===== src/rtl/pcm_serial_rx.sv =====
module pcm_serial_rx #(
  parameter int SW          = 24,
  parameter int CW          = 7,
  parameter int PW          = 16,
  parameter int LOCK_FRAMES = 2,
  parameter int DRIFT_TOL   = 24
) (
  input  logic          clk,
  input  logic          rst_n,
  input  logic          bclk,
  input  logic          lrclk,
  input  logic          sdata,
  input  logic [2:0]    fmt,
  input  logic [1:0]    wlen,
  output logic [SW-1:0] left_out,
  output logic [SW-1:0] right_out,
  output logic          sample_valid,
  output logic          locked
);
  localparam int MW = $clog2(LOCK_FRAMES + 1);

  logic          bclk_q, bclk_qq, lr_q, sd_q, lr_prev;
  logic [CW-1:0] cnt, idx, nbits, cap_idx;
  logic [SW-1:0] sh, shifted, raw, word, left_hold;
  logic [PW-1:0] per_cnt, ref_per, diff;
  logic          have_edge, have_ref;
  logic [MW-1:0] match_cnt;

  logic rise, trans, frame_edge, is_lj, is_rj, is_i2s;
  logic cap, cap_left, in_tol, overrun, drop, mute;

  assign rise       = bclk_q && !bclk_qq;
  assign trans      = lr_q != lr_prev;
  assign frame_edge = rise && lr_q && !lr_prev;

  assign is_lj  = fmt == 3'd1;
  assign is_rj  = fmt == 3'd2;
  assign is_i2s = !is_lj && !is_rj;

  assign nbits   = (wlen == 2'd1) ? CW'(SW - 4) :
                   (wlen == 2'd2) ? CW'(SW - 8) : CW'(SW);
  assign idx     = trans ? '0 : cnt + 1'b1;
  assign cap_idx = is_i2s ? nbits : nbits - 1'b1;
  assign cap     = rise && (is_rj ? trans : (idx == cap_idx));

  assign shifted  = {sh[SW-2:0], sd_q};
  assign raw      = is_rj ? sh : shifted;
  assign cap_left = (is_rj ? lr_prev : lr_q) ^ is_i2s;

  always_comb begin
    for (int i = 0; i < SW; i++)
      word[i] = (CW'(i) < nbits) ? raw[i] : raw[nbits - 1'b1];
  end

  assign diff    = (per_cnt > ref_per) ? per_cnt - ref_per : ref_per - per_cnt;
  assign in_tol  = diff <= PW'(DRIFT_TOL);
  assign overrun = have_ref && ({1'b0, per_cnt} > ({1'b0, ref_per} + (PW+1)'(DRIFT_TOL)));
  assign drop    = overrun || (frame_edge && have_ref && !in_tol);
  assign mute    = !locked || drop;

  // serial front end
  always_ff @(posedge clk or negedge rst_n) begin
    if (!rst_n) begin
      bclk_q  <= 1'b0;
      bclk_qq <= 1'b0;
      lr_q    <= 1'b1;
      sd_q    <= 1'b0;
      lr_prev <= 1'b1;
      cnt     <= '1;
      sh      <= '0;
    end else begin
      bclk_q  <= bclk;
      bclk_qq <= bclk_q;
      lr_q    <= lrclk;
      sd_q    <= sdata;
      if (rise) begin
        lr_prev <= lr_q;
        cnt     <= idx;
        sh      <= shifted;
      end
    end
  end

  // frame period tracking and lock
  always_ff @(posedge clk or negedge rst_n) begin
    if (!rst_n) begin
      per_cnt   <= '0;
      ref_per   <= '0;
      have_edge <= 1'b0;
      have_ref  <= 1'b0;
      match_cnt <= '0;
      locked    <= 1'b0;
    end else begin
      if (frame_edge) per_cnt <= PW'(1);
      else if (per_cnt != '1) per_cnt <= per_cnt + 1'b1;

      if (drop) begin
        match_cnt <= '0;
        locked    <= 1'b0;
      end
      if (frame_edge) begin
        if (!have_edge) begin
          have_edge <= 1'b1;
        end else if (!have_ref) begin
          have_ref <= 1'b1;
          ref_per  <= per_cnt;
        end else if (in_tol) begin
          if (match_cnt < MW'(LOCK_FRAMES)) match_cnt <= match_cnt + 1'b1;
          if (match_cnt + 1'b1 >= MW'(LOCK_FRAMES)) locked <= 1'b1;
        end else begin
          ref_per <= per_cnt;
        end
      end
    end
  end

  // sample delivery
  always_ff @(posedge clk or negedge rst_n) begin
    if (!rst_n) begin
      left_hold    <= '0;
      left_out     <= '0;
      right_out    <= '0;
      sample_valid <= 1'b0;
    end else begin
      sample_valid <= 1'b0;
      if (drop) begin
        left_out  <= '0;
        right_out <= '0;
      end
      if (cap) begin
        if (cap_left) begin
          left_hold <= word;
        end else begin
          sample_valid <= 1'b1;
          left_out     <= mute ? '0 : left_hold;
          right_out    <= mute ? '0 : word;
        end
      end
    end
  end

  assert_single_strobe_R7: assert property (@(posedge clk) disable iff (!rst_n)
    sample_valid |=> !sample_valid);

  assert_muted_pair_R10: assert property (@(posedge clk) disable iff (!rst_n)
    sample_valid |-> ($past(locked) || (left_out == '0 && right_out == '0)));

  assert_lock_at_frame_R8: assert property (@(posedge clk) disable iff (!rst_n)
    $rose(locked) |-> $past(frame_edge));

  assert_hold_between_R7: assert property (@(posedge clk) disable iff (!rst_n)
    (!sample_valid && locked) |-> ($stable(left_out) && $stable(right_out)));

  assert_sign_ext16_R5: assert property (@(posedge clk) disable iff (!rst_n)
    (sample_valid && wlen == 2'd2) |-> (right_out[SW-1:SW-9] == {9{right_out[SW-9]}}));

  assert_sign_ext20_R5: assert property (@(posedge clk) disable iff (!rst_n)
    (sample_valid && wlen == 2'd1) |-> (left_out[SW-1:SW-5] == {5{left_out[SW-5]}}));

  assert_drop_clears_R9: assert property (@(posedge clk) disable iff (!rst_n)
    $fell(locked) |-> (left_out == '0 && right_out == '0));
endmodule


===== config.mk =====
export PLATFORM = sky130hd
export DESIGN_NAME = pcm_serial_rx
export DESIGN_NICKNAME = d
export VERILOG_FILES = /design/src/rtl/pcm_serial_rx.sv
export SDC_FILE = /design/constraint.sdc
export NUM_CORES = 1
export LEC_CHECK = 0
export BUFFER_PORTS_ARGS = -buffer_cell sky130_fd_sc_hd__buf_4
export CORE_UTILIZATION = 35
export CTS_CLUSTER_DIAMETER = 100
export DETAILED_ROUTE_END_ITERATION = 8
export HOLD_SLACK_MARGIN = 0.08
export PLACE_DENSITY_LB_ADDON = 0.1
export SYNTH_ARGS = -nofsm -noshare
export SYNTH_HDL_FRONTEND = slang
export SYNTH_SLANG_ARGS = --single-unit
export TNS_END_PERCENT = 20

===== constraint.sdc =====
create_clock -name clk -period 7.9 [get_ports clk]
set_clock_uncertainty 0.2 [all_clocks]
set_input_delay 0.395 -clock clk [delete_from_list [all_inputs] [get_ports clk]]
set_output_delay 0.395 -clock clk [all_outputs]
set_load 0.1 [all_outputs]

==> results.yml <==
clock_tree:
  numCtsBuffers: 17
  worstSkewPairLatency_ps: 430
  cts_tree: "built"
  cts_sinks: 146
  clockRootBuffer: "clkbuf_16"
  clockBufferDepth: 2
  htreeDepth: 4
  ctsResizeCount: 0
  clk_pin_slew_worst_paths_ps: 70
yosys:
  synth_top_flop_cell: "dfrtp_1"
  ys.warnings.count: 0
  syn_avg_cell_area_um2: 8.95
  ys_async_sr_fraction: 1.00
  synth_cell_types: 69
  synth-seq-cells: 146
  syn-cell-area_um2: 8710
  synth_nets: 1035
  synth-edff-count: 0
  ys_seq_area_frac: 0.421
  synth_cells: 973
job:
  cap_violations: 0
route:
  route.antenna.remaining_nets: 0
  drtPass1Iterations: 5
  drt_iter0_markers: 382
  drc: 0
  via_count: 6919
  post_drt_wl_per_cell_um: 17.0
  wl_um: 22900
  vias_per_cell: 5.12
global_route:
  grt_max_degree: 61
  antenna_found_initial: 0
  grt_pass1_vias: 6722
  grt_pass1_wl_um: 37700
  grt.total_usage: 0.186
  grt_overflow: 0
power:
  combinationalPowerShare: 0.446
  power_per_cell_area_nw_per_um2: 311
  p_clk_frac: 0.275
  vdd_drop_max_mv: 0.252
  p_leak_nw: 4.76
  sw_frac_of_total: 0.411
  p_int_mw: 1.85
  switching_power_mw: 1.29
  finalPower_mw: 3.13
  seqPwrFrac: 0.280
die:
  io_pins: 60
  die_x_um: 160
  die_h_um: 160
  rows: 57
  coreArea_um2: 24400
  die_area_um2: 25500
  start_util: 0.357
sta:
  slew_viol_final: 0
  clock.fmax_mhz: 192
  tightestPinTransition_ps: 998
  finalHoldViolations: 0
  min_period_ps: 5220
  holdWs_ps: 207
  tns_ps: 0
  slew_headroom: 0.335
  rsz0062_at_grt: "no"
  finalCritPeriodShare: 0.661
  setup_violations: 0
layout:
  n_fill_cell: 2514
  diodes: 0
  drive_gt1_frac: 0.161
  finalNonFillerCells: 1352
  area_growth_pct: 15.8
  fin_util: 0.413
  nets: 1077
placed_design:
  gp_congestion: 0.876
  dp_hpwl_um: 16300
  dp.cells: 1316
  place.port_buffers: 59
setup_path:
  crit_type: "flip-flop to flip-flop"
  critPathMaxFanout: 17
  cp-end-kind: "flip-flop"
  critPathLaunchType: "flip-flop"
  worst_ep_arrival_time_ps: 5330
  r2r_end: "ref_per[15]$_DFFE_PN0P_"
  cp.required_ps: 8010
  reg2reg_slack_ps: 2680
  rr_worst_depth: 13
  r2r_start: "per_cnt[9]$_DFFE_PN0P_"
run_status:
  outcome: "completed"
worst_hold_path:
  holdCritStartpoint: "bclk_q$_DFF_PN0_"
  hold_path.class: "flip-flop to flip-flop"
  hold_end: "bclk_qq$_DFF_PN0_"
  min_path_cells: 0
-- routing by layer --
| layer | vias to the layer above | share of wire | global-route usage |
|---|---|---|---|
| met3 | 16 | 0.030 | 0.0275 |
| met4 | 0 | 0.0080 | 0.0424 |
| li1 | 3441 | - | - |
| met1 | 3360 | 0.53 | 0.288 |
| met5 | - | 0 | 0 |
| met2 | 102 | 0.43 | 0.267 |
-- logic make-up (layout without fill, tap and decap cells) --
kind of cell / count (synthesis) / after routing / synth area share
simple gates: 381 / 381 / 0.201
compound gates: 195 / 195 / 0.134
flops: 146 / 146 / 0.421
buf+inv: 94 / 149 / 0.0460
mux: 63 / 63 / 0.0790
fa+ha+maj: 52 / 52 / 0.0765
xor+xnor: 42 / 42 / 0.0423
-- per-stage QoR --
step / setup WS (ps) / area, um2
6_report: 2680 / 10100
5_1_grt: 2340 / 10100
4_1_cts: 2670 / 10100
3_5_place_dp: 2690 / 9420
3_3_place_gp: 2800 / 9420
2_1_floorplan: 4120 / 8710
-- power groups by stage --
stage	clock network (mW)	logic, mW	registers, mW
after global routing	0.911	1.55	0.886
after detailed placement	0	1.39	0.889
after global placement	0	1.41	0.888
after CTS	0.880	1.40	0.875
after floorplan	0	1.08	0.870
final	0.861	1.40	0.876
-- worst max-delay path: stages, from the launching register on --
cell      delay (ps)
dfrtp_1          440
inv_1            100
ha_1             460
a21oi_1          210
o21ai_1          100
a221oi_1         390
a22o_1           640
mux2i_1          300
xnor2_1          140
nand3_1          130
a31o_1           260
nor4_4           510
a21o_1           860
mux2_1           380
-- worst max-delay path by stage --
| stage | depth (start not counted) | from | slack, ps | endpoint |
|---|---|---|---|---|
| finish | 13 | per_cnt[9]$_DFFE_PN0P_ | 2680 | ref_per[15]$_DFFE_PN0P_ |
| global route | 13 | per_cnt[9]$_DFFE_PN0P_ | 2340 | ref_per[15]$_DFFE_PN0P_ |
| CTS | 13 | per_cnt[9]$_DFFE_PN0P_ | 2670 | ref_per[15]$_DFFE_PN0P_ |
| detailed placement | 13 | per_cnt[9]$_DFFE_PN0P_ | 2690 | ref_per[15]$_DFFE_PN0P_ |
| global placement | 13 | per_cnt[9]$_DFFE_PN0P_ | 2800 | ref_per[15]$_DFFE_PN0P_ |
| floorplan | 17 | per_cnt[0]$_DFFE_PN0P_ | 4120 | ref_per[15]$_DFFE_PN0P_ |
-- cell usage in the layout, fill, tap and decap left out, types with 7 or more instances in the layout --
cell and instances:
nor3_1 17, mux2i_1 26, a21o_1 10, nand4_1 7
dfrtp_1 137, and3_1 14, nor2_1 51, dfstp_2 9
ha_1 50, xnor2_1 33, or3_1 14, inv_6 7
o21ai_1 8, nand3_1 53, nand2_1 180, clkbuf_16 17
buf_4 68, mux2_2 34, a21oi_1 85, inv_1 44
o21ai_0 43, xor2_1 9, nand2b_1 12
-- layout make-up --
type,instances,area [um2],share of cell area
Sequential cell,146,3660,0.363
Tap cell,324,405,0.0402
Timing Repair Buffer,73,562,0.0557
Inverter,44,165,0.0164
Multi-Input combinational cell,733,4670,0.463
Clock inverter,15,194,0.0192
Clock buffer,17,425,0.0422
-- synth_stat cells (8+ instances only) --
cell | n | area, um2
and3_1 | 14 | 87.6
a21oi_1 | 85 | 425
nor2_1 | 52 | 195
mux2i_1 | 26 | 260
mux2_2 | 34 | 383
o21ai_0 | 43 | 215
clkbuf_1 | 32 | 120
nor3_1 | 18 | 90.1
ha_1 | 50 | 626
xor2_1 | 9 | 78.8
buf_2 | 11 | 55.1
dfstp_2 | 9 | 236
dfrtp_1 | 137 | 3430
xnor2_1 | 33 | 289
or3_1 | 14 | 87.6
nand2b_1 | 13 | 81.3
a21o_1 | 10 | 75.1
nand3_1 | 53 | 265
nand2_1 | 180 | 676
inv_1 | 44 | 165
o21ai_1 | 8 | 40.0
-- sequential cells by signal, indices dropped and copies added (netlist names), 2 cells and up --
signal,flops
left_hold,24
left_out,24
right_out,24
sh,24
per_cnt,16
ref_per,16
cnt,7
match_cnt,2
-- timing repair --
item	CTS	global route
hold endpoints to repair	62	0
hold buffers	4	0
setup buffers	0	0
(Power assumes the default switching activity.)
